[config.mk]
export PLATFORM = sky130hd
export DESIGN_NAME = tfg_pin_channel
export DESIGN_NICKNAME = d
export VERILOG_FILES = /design/src/rtl/tfg_pkg.sv /design/src/rtl/tfg_window_resolve.sv /design/src/rtl/tfg_sequencer.sv /design/src/rtl/tfg_wave_shaper.sv /design/src/rtl/tfg_strobe_slot.sv /design/src/rtl/tfg_pin_channel.sv
export SDC_FILE = /design/constraint.sdc
export NUM_CORES = 1
export LEC_CHECK = 0
export ABC_AREA = 1
export BUFFER_PORTS_ARGS = -buffer_cell sky130_fd_sc_hd__buf_2
export CELL_PAD_IN_SITES_DETAIL_PLACEMENT = 0
export CELL_PAD_IN_SITES_GLOBAL_PLACEMENT = 1
export CORE_MARGIN = 4
export CORE_UTILIZATION = 47
export CTS_BUF_LIST = sky130_fd_sc_hd__clkbuf_16
export CTS_CLUSTER_SIZE = 30
export DETAILED_ROUTE_END_ITERATION = 12
export PLACE_DENSITY_LB_ADDON = 0.25
export SLEW_MARGIN = 10
export SYNTH_ARGS = -nofsm -noshare
export SYNTH_HDL_FRONTEND = slang
export SYNTH_SLANG_ARGS = --single-unit
[constraint.sdc]
create_clock -name clk -period 4.6 [get_ports clk]
set_input_delay 0.92 -clock clk [delete_from_list [all_inputs] [get_ports clk]]
set_output_delay 0.92 -clock clk [all_outputs]
set_load 0.05 [all_outputs]
[src/rtl/tfg_pkg.sv]
package tfg_pkg;
  typedef enum logic [1:0] {
    FMT_LEVEL_DLY = 2'd0,
    FMT_RET_ZERO  = 2'd1,
    FMT_RET_INV   = 2'd2,
    FMT_SPARE     = 2'd3
  } fmt_e;

  typedef enum logic [1:0] {
    WIN_P0     = 2'd0,
    WIN_P1     = 2'd1,
    WIN_P2     = 2'd2,
    WIN_CUSTOM = 2'd3
  } win_sel_e;

  localparam int unsigned DEF_CYCLE_TICKS = 400;
  localparam int unsigned DEF_P0_START = 0;
  localparam int unsigned DEF_P0_LEN   = 200;
  localparam int unsigned DEF_P1_START = 80;
  localparam int unsigned DEF_P1_LEN   = 200;
  localparam int unsigned DEF_P2_START = 40;
  localparam int unsigned DEF_P2_LEN   = 160;
endpackage

[src/rtl/tfg_window_resolve.sv]
module tfg_window_resolve
  import tfg_pkg::*;
#(
  parameter int unsigned CYCLE_TICKS = DEF_CYCLE_TICKS,
  parameter int unsigned TW = $clog2(CYCLE_TICKS),
  parameter int unsigned P0_START = DEF_P0_START,
  parameter int unsigned P0_LEN = DEF_P0_LEN,
  parameter int unsigned P1_START = DEF_P1_START,
  parameter int unsigned P1_LEN = DEF_P1_LEN,
  parameter int unsigned P2_START = DEF_P2_START,
  parameter int unsigned P2_LEN = DEF_P2_LEN
) (
  input  logic [1:0]    sel,
  input  logic [TW-1:0] cust_start,
  input  logic [TW-1:0] cust_len,
  output logic [TW-1:0] win_start,
  output logic [TW:0]   win_end,
  output logic [TW-1:0] win_strobe
);
  localparam logic [TW:0] CYC_W = (TW+1)'(CYCLE_TICKS);

  logic [TW-1:0] len;
  logic [TW:0]   sum;

  always_comb begin
    unique case (win_sel_e'(sel))
      WIN_P0:  begin win_start = TW'(P0_START); len = TW'(P0_LEN); end
      WIN_P1:  begin win_start = TW'(P1_START); len = TW'(P1_LEN); end
      WIN_P2:  begin win_start = TW'(P2_START); len = TW'(P2_LEN); end
      default: begin win_start = cust_start;    len = cust_len;    end
    endcase
  end

  always_comb begin
    sum = {1'b0, win_start} + {1'b0, len};
    win_end = (sum > CYC_W) ? CYC_W : sum;
    win_strobe = (win_end == '0) ? '0 : TW'(win_end - 1'b1);
  end
endmodule

[src/rtl/tfg_sequencer.sv]
module tfg_sequencer #(
  parameter int unsigned CYCLE_TICKS = 400,
  parameter int unsigned TW = $clog2(CYCLE_TICKS)
) (
  input  logic          clk,
  input  logic          rst_n,
  input  logic          vec_valid,
  output logic          vec_ready,
  input  logic          vec_bit,
  input  logic          vec_cmp,
  input  logic [1:0]    fmt_in,
  input  logic [TW-1:0] start_in,
  input  logic [TW:0]   end_in,
  input  logic [TW-1:0] strobe_in,
  input  logic          res_block,
  output logic          active,
  output logic          bit_q,
  output logic          cmp_q,
  output logic [1:0]    fmt_q,
  output logic          in_win,
  output logic          started,
  output logic          strobe_now,
  output logic          take
);
  localparam logic [TW-1:0] LAST_TICK = TW'(CYCLE_TICKS - 1);

  logic [TW-1:0] tick;
  logic [TW-1:0] start_q;
  logic [TW:0]   end_q;
  logic [TW-1:0] strobe_q;
  logic          boundary;

  assign boundary   = !active || (tick == LAST_TICK);
  assign strobe_now = active && cmp_q && (tick == strobe_q);
  assign vec_ready  = boundary && !strobe_now && !res_block;
  assign take       = vec_valid && vec_ready;
  assign started    = tick >= start_q;
  assign in_win     = started && ({1'b0, tick} < end_q);

  always_ff @(posedge clk or negedge rst_n) begin
    if (!rst_n) begin
      active   <= 1'b0;
      tick     <= '0;
      bit_q    <= 1'b0;
      cmp_q    <= 1'b0;
      fmt_q    <= '0;
      start_q  <= '0;
      end_q    <= '0;
      strobe_q <= '0;
    end else if (take) begin
      active   <= 1'b1;
      tick     <= '0;
      bit_q    <= vec_bit;
      cmp_q    <= vec_cmp;
      fmt_q    <= fmt_in;
      start_q  <= start_in;
      end_q    <= end_in;
      strobe_q <= strobe_in;
    end else if (active && tick == LAST_TICK) begin
      active <= 1'b0;
      tick   <= '0;
    end else if (active) begin
      tick <= tick + 1'b1;
    end
  end

  AST_READY_AT_BOUNDARY: assert property (@(posedge clk) disable iff (!rst_n)
    vec_ready |-> (!active || tick == LAST_TICK));
  AST_TICK_STEP: assert property (@(posedge clk) disable iff (!rst_n)
    (active && tick != LAST_TICK) |=> (active && tick == $past(tick) + 1'b1));
endmodule

[src/rtl/tfg_wave_shaper.sv]
module tfg_wave_shaper
  import tfg_pkg::*;
(
  input  logic       clk,
  input  logic       rst_n,
  input  logic       active,
  input  logic       cmp_q,
  input  logic [1:0] fmt_q,
  input  logic       bit_q,
  input  logic       in_win,
  input  logic       started,
  output logic       drv_lvl,
  output logic       drv_en
);
  logic lvl_hold;
  logic en_hold;

  always_comb begin
    if (!active) begin
      drv_en  = en_hold;
      drv_lvl = lvl_hold;
    end else if (cmp_q) begin
      drv_en  = 1'b0;
      drv_lvl = lvl_hold;
    end else begin
      drv_en = 1'b1;
      unique case (fmt_e'(fmt_q))
        FMT_RET_ZERO: drv_lvl = in_win & bit_q;
        FMT_RET_INV:  drv_lvl = in_win ? bit_q : ~bit_q;
        default:      drv_lvl = started ? bit_q : lvl_hold;
      endcase
    end
  end

  always_ff @(posedge clk or negedge rst_n) begin
    if (!rst_n) begin
      lvl_hold <= 1'b0;
      en_hold  <= 1'b0;
    end else begin
      lvl_hold <= drv_lvl;
      en_hold  <= drv_en;
    end
  end

  AST_RI_COMPLEMENT: assert property (@(posedge clk) disable iff (!rst_n)
    (active && !cmp_q && fmt_q == FMT_RET_INV && !in_win) |-> (drv_lvl != bit_q));
endmodule

[src/rtl/tfg_strobe_slot.sv]
module tfg_strobe_slot (
  input  logic clk,
  input  logic rst_n,
  input  logic strobe_now,
  input  logic pin_in,
  input  logic exp_bit,
  input  logic res_ready,
  output logic res_valid,
  output logic res_fail,
  output logic res_block
);
  assign res_block = res_valid && !res_ready;

  always_ff @(posedge clk or negedge rst_n) begin
    if (!rst_n) begin
      res_valid <= 1'b0;
      res_fail  <= 1'b0;
    end else if (strobe_now) begin
      res_valid <= 1'b1;
      res_fail  <= pin_in ^ exp_bit;
    end else if (res_valid && res_ready) begin
      res_valid <= 1'b0;
    end
  end

  AST_RESULT_HELD: assert property (@(posedge clk) disable iff (!rst_n)
    (res_valid && !res_ready) |=> (res_valid && $stable(res_fail)));
  AST_NO_OVERRUN: assert property (@(posedge clk) disable iff (!rst_n)
    strobe_now |-> !(res_valid && !res_ready));
endmodule

[src/rtl/tfg_pin_channel.sv]
module tfg_pin_channel
  import tfg_pkg::*;
#(
  parameter int unsigned CYCLE_TICKS = DEF_CYCLE_TICKS,
  parameter int unsigned P0_START = DEF_P0_START,
  parameter int unsigned P0_LEN = DEF_P0_LEN,
  parameter int unsigned P1_START = DEF_P1_START,
  parameter int unsigned P1_LEN = DEF_P1_LEN,
  parameter int unsigned P2_START = DEF_P2_START,
  parameter int unsigned P2_LEN = DEF_P2_LEN,
  localparam int unsigned TW = $clog2(CYCLE_TICKS)
) (
  input  logic          clk,
  input  logic          rst_n,
  input  logic          vec_valid,
  output logic          vec_ready,
  input  logic          vec_bit,
  input  logic          vec_cmp,
  input  logic [1:0]    cfg_fmt,
  input  logic [1:0]    cfg_phase,
  input  logic [TW-1:0] cfg_delay,
  input  logic [TW-1:0] cfg_width,
  input  logic          pin_in,
  output logic          drv_lvl,
  output logic          drv_en,
  output logic          res_valid,
  input  logic          res_ready,
  output logic          res_fail
);
  logic [TW-1:0] w_start;
  logic [TW:0]   w_end;
  logic [TW-1:0] w_strobe;
  logic          active, bit_q, cmp_q, in_win, started, strobe_now, take, res_block;
  logic [1:0]    fmt_q;

  tfg_window_resolve #(
    .CYCLE_TICKS(CYCLE_TICKS), .TW(TW),
    .P0_START(P0_START), .P0_LEN(P0_LEN),
    .P1_START(P1_START), .P1_LEN(P1_LEN),
    .P2_START(P2_START), .P2_LEN(P2_LEN)
  ) u_win (
    .sel(cfg_phase), .cust_start(cfg_delay), .cust_len(cfg_width),
    .win_start(w_start), .win_end(w_end), .win_strobe(w_strobe)
  );

  tfg_sequencer #(.CYCLE_TICKS(CYCLE_TICKS), .TW(TW)) u_seq (
    .clk(clk), .rst_n(rst_n),
    .vec_valid(vec_valid), .vec_ready(vec_ready),
    .vec_bit(vec_bit), .vec_cmp(vec_cmp), .fmt_in(cfg_fmt),
    .start_in(w_start), .end_in(w_end), .strobe_in(w_strobe),
    .res_block(res_block),
    .active(active), .bit_q(bit_q), .cmp_q(cmp_q), .fmt_q(fmt_q),
    .in_win(in_win), .started(started), .strobe_now(strobe_now), .take(take)
  );

  tfg_wave_shaper u_wave (
    .clk(clk), .rst_n(rst_n),
    .active(active), .cmp_q(cmp_q), .fmt_q(fmt_q), .bit_q(bit_q),
    .in_win(in_win), .started(started),
    .drv_lvl(drv_lvl), .drv_en(drv_en)
  );

  tfg_strobe_slot u_slot (
    .clk(clk), .rst_n(rst_n),
    .strobe_now(strobe_now), .pin_in(pin_in), .exp_bit(bit_q),
    .res_ready(res_ready),
    .res_valid(res_valid), .res_fail(res_fail), .res_block(res_block)
  );

  AST_CMP_NO_DRIVE: assert property (@(posedge clk) disable iff (!rst_n)
    (active && cmp_q) |-> !drv_en);
  AST_FORCE_DRIVES: assert property (@(posedge clk) disable iff (!rst_n)
    (active && !cmp_q) |-> drv_en);
  AST_RZ_LOW_OUTSIDE: assert property (@(posedge clk) disable iff (!rst_n)
    (active && !cmp_q && fmt_q == FMT_RET_ZERO && !in_win) |-> !drv_lvl);
  AST_IDLE_HOLD: assert property (@(posedge clk) disable iff (!rst_n)
    (!active && !take) |=> ($stable(drv_lvl) && $stable(drv_en)));
  AST_FORCE_NO_RESULT: assert property (@(posedge clk) disable iff (!rst_n)
    (active && !cmp_q && !res_valid) |=> !res_valid);
endmodule

==> impl_metrics.yaml, run 1 <==
status:
  status: "complete, no violations"
drt:
  vias_per_cell: 4.997
  drtIter0Drc: 120
  firstDrtPassIters: 4
  antenna_left: 0
  vias: 3033
  drt_wl_total_mm: 7.876
  drc_errors: 0
  post_drt_wl_per_cell_um: 12.98
timing:
  post-route-min-period_ns: 3.873
  maxSlewHeadroom_pct: 31.53
  rsz0062_at_grt: "false"
  slew_viol_final: 0
  finalSetupTns_ns: 0
  setup_viol: 0
  whs_ns: 0.4761
  fin_skew_ns: 0.006006
  post-route-period-util_pct: 84.19
  worstMarginPinSlew_ns: 1.027
  fmax_ghz: 0.2582
  hold_viol: 0
setup_path:
  max_stage_delay_ns: 0.49
  rrSetupSlack_ns: 2.14
  crit_start: "u_seq.tick[4]"
  required_ns: 3.68
  crit_chain: "ha_1 -> nand2_1 -> nor2_1 -> nand2_1 -> o2111ai_1 -> o2111ai_1 -> inv_1 -> ha_1 -> o21ai_0 -> a21oi_1 -> a21oi_1 -> buf_2"
  startpoint_type: "flip-flop"
  arrival_ns: 2.95
  crit_type: "reg -> out"
  endpoint_kind: "primary output"
  cp_slowest_cell: "dfrtp_1"
  timing.rr.start: "u_seq.tick[4]"
  rr_worst_depth: 11
  crit_fanout: 6
global_routing:
  grt_pass1_wl_mm: 13.82
  grt_pass1_vias: 2961
  track_usage_pct: 19.80
  use_met3_pct: 2.494
  antenna_found_initial: 0
  use_met2_pct: 32.63
  grt.busiest_layer: "met2"
  grt_use_met1_pct: 27.83
  gr-total-overflow: 0
  grt_max_degree: 47
die:
  start_util_pct: 49.18
  ios: 34
  coreArea_um2: 6907
  die_w_um: 93.02
  rows: 30
  die_area_um2: 8652
  die_y_um: 93.02
hold_path:
  hp-class: "reg -> reg"
  hold_path_depth: 2
  hp-start: "u_wave.en_hold"
cells_and_area:
  area_delta_synth_final_pct: 12.38
  num_antenna_cells: 0
  fillers: 729
  nets: 571
  final_layout_size_suffix_gt1_share_pct: 12.92
  final_core_util_pct: 55.27
clock_network:
  postCtsHoldBufs: 0
  clk_path_buf_depth: 2
  numCtsBuffers: 5
  h-tree-depth: 2
  post_cts_buffers: 0
  clk_pin_slew_ns: 0.06
  clk_latency_ns: 0.29
  cts-root-buf: "clkbuf_16"
  clock-sinks: 46
  ctsResizeCount: 0
  cts_tree: "built"
pwr:
  powerDensity_nw_per_um2: 252.7
  ir_drop_mv: 0.1339
  p_leak_nw: 2.086
yosys:
  synth-seq-cells: 46
  netlist.area_leader.share_pct: 33.89
  synth_largest_area_cell: "dfrtp_1"
  ys_warn_count: 0
  synth_cell_types: 40
  synthesis.nets: 535
  async_reset_ff_share_pct: 100.0
  synthCells: 474
  yosysSeqAreaShare_pct: 33.89
  synthTopCellsByArea: "dfrtp_1 34%, nand2_1 14%, ha_1 11%"
  avgSynthCellArea_um2: 7.167
  synth_area_um2: 3397
  ys.flop_type: "dfrtp_1"
  synth_edf_count: 0
placement:
  dp_hpwl_mm: 6.223
  port_buffers: 33
  gp_congestion: 0.8272
job:
  cap_violations: 0
[final cells by class]
class                   count  area (µm²)  share of cell area [%]
multi-input cells         335        1889                   49.49
flip-flops and latches     46        1151                   30.15
inverters                  88       330.3                   8.653
repair buffers             34       172.7                   4.523
clock buffers               5       125.1                   3.278
well taps                  96       120.1                   3.147
clock inverters             3       28.78                  0.7539
[registers in the layout (all words and copies together), names as in the netlist, 2 cells and up]
register        flops
u_seq.start_q       9
u_seq.end_q        10
u_seq.tick          9
u_seq.strobe_q      9
u_seq.fmt_q         2
[cells in the final DEF, fill, tap and decap left out, types with 2 or more instances in the layout]
cell type    n
a211oi_1     2
a21oi_1     19
buf_2       33
clkbuf_16    5
dfrtp_1     46
ha_1        31
inv_1       84
inv_2        4
nand2_1    125
nand2_2      6
nand2_4      2
nand3_1     18
nand3_2      4
nand4_1      8
nor2_1      46
nor2_2       2
nor3_1       6
nor3b_1      2
nor4_1       2
o2111ai_1    2
o211ai_1     3
o21ai_0     25
o21ai_1      9
xnor2_1      2
xor2_1       7
[critical path: cells and delay by family, from the launching register on]
kind                       cells  cell delay (ns)
and+or+nand+nor                3             0.24
buffers and inverters          2             0.39
AOI/OAI and AO/OA              5             0.96
adders and majority gates      2             0.60
DFF                            1             0.49
[where the power goes]
group / total [mW] / internal, mW / switching (mW)
combinational: 0.189 / 0.0604 / 0.128
clock: 0.371 / 0.208 / 0.163
sequential: 0.405 / 0.405 / 0.000151
[per-stage QoR]
stage               cell area (µm²)  setup WS [ns]  instances  power, mW
floorplan                      3397          1.043        474     0.5459
global placement               3664         0.7426        599     0.5994
detailed placement             3664         0.5567        599     0.6015
CTS                            3817         0.7044        607     0.9769
global route                   3817         0.3676        607      1.020
finish                         3817         0.7273        607     0.9647
[Yosys cell counts, types with 2 or more instances]
| cell type | count |
|---|---|
| a211oi_1 | 2 |
| a21oi_1 | 19 |
| buf_2 | 3 |
| dfrtp_1 | 46 |
| ha_1 | 31 |
| inv_1 | 84 |
| inv_2 | 4 |
| nand2_1 | 125 |
| nand2_2 | 6 |
| nand2_4 | 2 |
| nand3_1 | 18 |
| nand3_2 | 4 |
| nand4_1 | 8 |
| nor2_1 | 46 |
| nor2_2 | 2 |
| nor3_1 | 6 |
| nor3b_1 | 2 |
| nor4_1 | 2 |
| o2111ai_1 | 2 |
| o211ai_1 | 3 |
| o21ai_0 | 25 |
| o21ai_1 | 9 |
| xnor2_1 | 2 |
| xor2_1 | 7 |
[layer usage]
metal | routed length, µm | share of wire (%) | vias up
met1 | 3869 | 49 | 1400
met3 | 214 | 2.7 | 7
met5 | 0 | 0 | -
met4 | 59 | 0.75 | 0
li1 | - | - | 1584
met2 | 3733 | 47 | 42
[logic make-up (layout without fill, tap and decap cells)]
group | count (synthesis) | after routing | synth area share (%)
simple gates | 229 | 229 | 30.42
buf+inv | 93 | 130 | 10.50
compound gates | 64 | 64 | 10.53
flops | 46 | 46 | 33.89
fa+ha+maj | 32 | 32 | 12.01
xor+xnor | 9 | 9 | 2.321
mux | 1 | 1 | 0.3315
[path summary, 6_finish.rpt]
path	endpoint
max	drv_lvl
min	u_wave.en_hold
max reg2reg	u_wave.lvl_hold
min reg2reg	u_wave.en_hold
max in group asynchronous	u_seq.start_q[1]
min in group asynchronous	u_seq.start_q[4]
(Power assumes the default switching activity.)
==> run 2: changes to the inputs <==
ABC_AREA = 0   (was 1)
CORE_UTILIZATION = 41   (was 47)
clock period = 3.35 ns   (was 4.6 ns; I/O delays follow)
==> run 2 against run 1 <==
  * The run now ends with setup timing left
  * Critical path depth rose by 4
  * Sequential share of layout area fell by 5.3 points
  * Clock skew fell by 0.0014 ns
  * Critical endpoint unchanged
  * Highest routed layer unchanged
  * Largest cell class unchanged
  * Via count fell by 3.4%
  * Clock-buffer cell count did not move
  * Total power rose by 44%
  * First-iteration DRC count fell by 49%
  * Clock power rose by 26%
  * Die area rose by 11%
  * Synthesized cell count fell by 23%
  * Non-clock buffer count rose by 73
  * Routed wire length rose by 6.3%
==> impl_metrics.yaml, run 2 <==
clock_network:
  clock-sinks: 46
  clk_pin_slew_ns: 0.06
  h-tree-depth: 2
  numCtsBuffers: 5
  clk_latency_ns: 0.28
  cts_tree: "built"
  clk_path_buf_depth: 2
  cts-root-buf: "clkbuf_16"
  postCtsHoldBufs: 0
cells_and_area:
  area_delta_synth_final_pct: 39.43
  fin_area_um2: 4632
  final_common_cell: "buf_4"
  largest_reg_flops: 10
  nets: 527
  stdcell_count: 569
  layout_common_cells: "70 x buf_4, 46 x dfrtp_1, 31 x inv_1, 30 x buf_2, 29 x nand2_1"
  num_antenna_cells: 0
  final_layout_size_suffix_gt1_share_pct: 40.90
  final_core_util_pct: 59.33
  regMostFlops: "u_seq.end_q"
die:
  ios: 34
  rows: 32
  die_area_um2: 9606
  start_util_pct: 42.55
  die_w_um: 98.01
  coreArea_um2: 7807
  die_y_um: 98.01
hold_path:
  hold_path_depth: 2
  hp-start: "u_seq.end_q[2]"
  hp-class: "reg -> reg"
  hold_end: "u_seq.end_q[2]"
yosys:
  synth_common_cells: "46 x dfrtp_1, 35 x inv_1, 33 x nand2_1, 31 x ha_1, 24 x nor2_1"
  synth_largest_area_cell: "dfrtp_1"
  ys.flop_type: "dfrtp_1"
  netlist.area_leader.share_pct: 34.65
  synth_cell_types: 56
  ys_warn_count: 0
  synth-seq-cells: 46
  synth_area_um2: 3322
  avgSynthCellArea_um2: 9.151
  synthesis.nets: 424
  synth_most_common_cell: "dfrtp_1"
  synth_edf_count: 0
  synthCells: 363
  synthTopCellsByArea: "dfrtp_1 35%, ha_1 12%, xor2_1 4.2%"
  async_reset_ff_share_pct: 100.0
  yosysSeqAreaShare_pct: 34.65
drt:
  vias: 2929
  firstDrtPassIters: 4
  vias_per_cell: 5.148
  drc_errors: 0
  post_drt_wl_per_cell_um: 14.72
  drt_wl_total_mm: 8.374
  antenna_left: 0
  drtIter0Drc: 61
status:
  status: "complete, but fails checks"
  violations: "setup timing"
setup_path:
  timing.rr.start: "u_seq.tick[4]"
  endpoint_kind: "primary output"
  required_ns: 2.68
  max_stage_delay_ns: 0.41
  rr_worst_depth: 9
  crit_type: "reg -> out"
  startpoint_type: "flip-flop"
  r2r-end: "u_seq.strobe_q[2]"
  arrival_ns: 3.00
  cp_slowest_cell: "dfrtp_1"
  crit_chain: "inv_1 -> ha_1 -> nand2b_4 -> a21o_1 -> a21o_1 -> a21o_1 -> a21oi_2 -> o21ai_2 -> o21ai_1 -> a31oi_1 -> ha_1 -> inv_2 -> a221oi_2 -> a31o_2 -> a21oi_4 -> buf_6"
  crit_top_cell: "a21o_1"
  rrSetupSlack_ns: 0.58
  crit_fanout: 2
timing:
  rsz0062_at_grt: "true"
  slew_viol_final: 0
  setup_viol: 7
  worstMarginPinSlew_ns: 0.9993
  finalSetupTns_ns: -0.8971
  post-route-min-period_ns: 3.673
  hold_viol: 0
  fmax_ghz: 0.2722
  fin_skew_ns: 0.004566
  post-route-period-util_pct: 109.7
  maxSlewHeadroom_pct: 33.38
  whs_ns: 0.4797
  worst_slack_ns: -0.3234
pwr:
  switching_share_pct: 26.70
  p_seq_share_pct: 40.0
  switchingPower_mw: 0.3708
  powerDensity_nw_per_um2: 299.8
  p_clk_share_pct: 33.7
  p_leak_nw: 2.241
  intPower_mw: 1.018
  ir_drop_mv: 0.2176
  pwr-share-comb_pct: 26.3
  p_total_mw: 1.389
placement:
  dp_cells: 549
  placed_cell_area_um2: 4106
  dp_hpwl_mm: 6.554
  post-place-ws_ns: -0.7040
  gp_congestion: 0.8594
  port_buffers: 33
global_routing:
  gr-total-overflow: 0
  grt_pass1_wl_mm: 14.50
  track_usage_pct: 18.44
  grt_pass1_vias: 3094
  antenna_found_initial: 0
  grt_max_degree: 47
job:
  cap_violations: 0
==> run 2: changes by cell type in the layout (fill, tap and decap cells not counted), moves of 7 or more <==
cell     change
mux2_2      +11
a21oi_2      +7
ha_1         -7
inv_1       -53
nand3_1     -13
buf_4       +69
xor2_1       +7
o21ai_0     -15
nor2_1      -25
a21o_1      +14
nand2_1     -96
==> run 2: critical path: cells and delay by family (launching register included) <==
kind | cells | cell delay (ns)
AOI/OAI and AO/OA | 10 | 1.30
adders and majority gates | 2 | 0.59
DFF | 1 | 0.41
buffers and inverters | 3 | 0.29
and+or+nand+nor | 1 | 0.13
==> run 2: kinds of logic (layout without fill, tap and decap cells) <==
logic type | Yosys count | count (layout) | synth area share [%]
xor gates and xnor gates | 23 | 23 | 6.064
and+or+nand+nor | 108 | 108 | 16.72
muxes | 12 | 12 | 4.068
adders and majority gates | 32 | 32 | 12.28
buffers and inverters | 46 | 150 | 5.838
DFF | 46 | 46 | 34.65
AOI/OAI and AO/OA | 96 | 96 | 20.38
==> run 2: how the worst max path moves through the flow <==
stage	from	endpoint	slack, ns	depth (start not counted)
detailed placement	cfg_phase[1]	u_seq.strobe_q[2]	-0.70	18
global route	u_seq.tick[0]	drv_lvl	-0.51	16
CTS	u_seq.tick[0]	drv_lvl	-0.35	16
floorplan	cfg_phase[1]	u_seq.strobe_q[2]	-0.56	19
global placement	cfg_phase[1]	u_seq.strobe_q[2]	-0.62	18
finish	u_seq.tick[0]	drv_lvl	-0.32	16
==> run 2: power by group through the flow <==
stage          Combinational [mW]  Sequential [mW]  Clock [mW]
2_1_floorplan               0.164            0.566           0
3_3_place_gp                0.306            0.566           0
3_5_place_dp                0.307            0.566           0
4_1_cts                     0.352            0.555       0.488
5_1_grt                     0.398            0.555       0.510
6_report                    0.365            0.556       0.468
==> run 2: timing repair <==
action / 4_1_cts / 5_1_grt
resized for setup: 52 / 18
setup endpoints to repair: 10 / 10
pin swaps: 29 / 9
setup buffers: 12 / 2
gates cloned: 1 / 0
==> run 2: layout make-up <==
class / count / area, µm²
Sequential cell: 46 / 1151
Inverter: 35 / 131.4
Clock inverter: 3 / 16.27
Tap cell: 102 / 127.6
Clock buffer: 5 / 125.1
Timing Repair Buffer: 107 / 797.0
Multi-Input combinational cell: 271 / 2283
Fill cell: 699 / 3176
==> run 2: metal layers <==
layer / part of all wire [%] / up-vias / GRT usage, %
met5: 0 / - / 0
met4: 2.3 / 0 / 6.496
met3: 2.4 / 10 / 2.286
met2: 52 / 48 / 33.46
met1: 44 / 1394 / 22.36
li1: - / 1477 / -
==> run 3: changes to the inputs <==
==> constraint.sdc (replaced) <==
create_clock -name clk -period 3.35 [get_ports clk]
set_input_delay 0 -clock clk [delete_from_list [all_inputs] [get_ports clk]]
set_output_delay 0 -clock clk [all_outputs]
set_load 0.05 [all_outputs]
==> run 3 against run 2 <==
  * Clock skew grew 0.0010 ns
  * Sequential power about the same
  * Critical endpoint is now u_seq.strobe_q[2]
  * Core utilization is 7.8 points lower
  * The run now ends clean
  * Critical path type is now in -> reg
==> impl_metrics.yaml, run 3 (synthesis gave the netlist of run 2 again) <==
cells_and_area:
  num_antenna_cells: 0
  largest_reg_flops: 10
  nets: 489
  fin_area_um2: 4021
  area_delta_synth_final_pct: 21.05
  layout_common_cells: "45 x dfrtp_1, 36 x inv_1, 33 x nand2_1, 32 x buf_2, 30 x buf_4"
  fillers: 747
  final_layout_size_suffix_gt1_share_pct: 24.24
  final_core_util_pct: 51.51
  regMostFlops: "u_seq.end_q"
  final_common_cell: "dfrtp_1"
placement:
  placed_cell_area_um2: 3799
  gp_congestion: 0.8364
  port_buffers: 33
  dp_hpwl_mm: 6.232
setup_path:
  endpoint_kind: "flip-flop"
  crit_fanout: 13
  arrival_ns: 3.29
  crit_chain: "buf_2 -> a21boi_0 -> ha_1 -> and3_4 -> o31ai_4 -> a211oi_1 -> a21o_1 -> a31oi_4 -> nand2b_1 -> ha_2 -> nand2_1 -> nor2_1 -> and3_1 -> a31o_4 -> or4_1 -> o311ai_1"
  required_ns: 3.53
  cp_slowest_cell: "a21boi_0"
  max_stage_delay_ns: 0.42
  startpoint_type: "input port"
  crit_type: "in -> reg"
timing:
  fmax_ghz: 0.3213
  maxSlewHeadroom_pct: 30.78
  fin_skew_ns: 0.005599
  worstMarginPinSlew_ns: 1.038
  whs_ns: 0.03197
  post-route-period-util_pct: 92.90
  post-route-min-period_ns: 3.112
  slew_viol_final: 0
  setup_viol: 0
  hold_viol: 0
  rsz0062_at_grt: "false"
hold_path:
  hp-class: "in -> reg"
clock_network:
  h-tree-depth: 2
  cts-root-buf: "clkbuf_16"
  cts_tree: "built"
  clk_path_buf_depth: 2
  clk_pin_slew_ns: 0.06
  clock-sinks: 46
  numCtsBuffers: 5
  clk_latency_ns: 0.28
drt:
  drc_errors: 0
  drtIter0Drc: 54
  drt_wl_total_mm: 7.721
  vias: 2724
  antenna_left: 0
  vias_per_cell: 5.130
  post_drt_wl_per_cell_um: 14.54
  firstDrtPassIters: 4
die:
  start_util_pct: 42.55
  ios: 34
  die_w_um: 98.01
  die_area_um2: 9606
  rows: 32
  coreArea_um2: 7807
  die_y_um: 98.01
pwr:
  ir_drop_mv: 0.1822
  powerDensity_nw_per_um2: 322.3
  p_leak_nw: 1.980
  p_total_mw: 1.296
global_routing:
  antenna_found_initial: 0
  grt_max_degree: 47
  gr-total-overflow: 0
  track_usage_pct: 17.04
  grt_pass1_vias: 2819
  grt_pass1_wl_mm: 13.50
job:
  cap_violations: 0
status:
  status: "complete, no violations"
run 3: path summary, 6_finish.rpt:
check	endpoint	slack, ns	from	depth (start not counted)
worst min register to register	u_seq.end_q[5]	0.47	u_seq.end_q[5]	2
worst max register to register	u_wave.lvl_hold	0.61	u_seq.tick[0]	15
worst max-delay path	u_seq.strobe_q[2]	0.24	cfg_phase[1]	16
min in group asynchronous	u_seq.fmt_q[0]	0.42	rst_n	2
worst min-delay path	u_slot.res_fail	0.03	pin_in	3
max in group asynchronous	u_seq.tick[1]	2.20	rst_n	2
run 3: layout make-up:
| type | count | area, µm² | share of cell area (%) |
|---|---|---|---|
| well taps | 102 | 127.6 | 3.174 |
| flip-flops and latches | 46 | 1152 | 28.66 |
| clock inverters | 3 | 12.51 | 0.3111 |
| multi-input cells | 271 | 2017 | 50.16 |
| clock buffers | 5 | 125.1 | 3.111 |
| inverters | 35 | 131.4 | 3.267 |
| repair buffers | 69 | 455.4 | 11.33 |
run 3: where the power goes:
| part | switching (mW) | internal, mW | total, mW |
|---|---|---|---|
| Sequential | 0.0000000000000000221 | 0.556 | 0.556 |
| Clock | 0.195 | 0.270 | 0.465 |
| Combinational | 0.145 | 0.131 | 0.276 |
run 3: repair_timing:
action,CTS,global route
setup buffers,0,1
gates resized for setup,0,7
hold buffers,7,0
endpoints found under the setup margin,0,1
endpoints found under the hold margin,53,0
run 3: routing by layer:
metal  global-route usage [%]  wire length [µm]  up-vias
met5                        0                 0        -
met4                    4.899               125        0
met3                    2.286               236       10
met2                    28.90              3722       43
met1                    22.69              3637     1267
li1                         -                 -     1404
run 3: worst max-delay path: cells and delay by family:
family / cells / cell delay, ns
AOI/OAI and AO/OA: 7 / 1.50
adders and majority gates: 2 / 0.59
buffers and inverters: 1 / 0.18
and+or+nand+nor: 6 / 1.02
run 3: metrics by stage:
| step | setup TNS, ns | worst slack (ns) | std cells |
|---|---|---|---|
| 2_1_floorplan | 0 | 0.002269 | 363 |
| 3_3_place_gp | -0.003745 | -0.003745 | 515 |
| 3_5_place_dp | -0.05132 | -0.05132 | 515 |
| 4_1_cts | 0 | 0.05929 | 530 |
| 5_1_grt | 0 | 0.006668 | 531 |
| 6_report | 0 | 0.2380 | 531 |
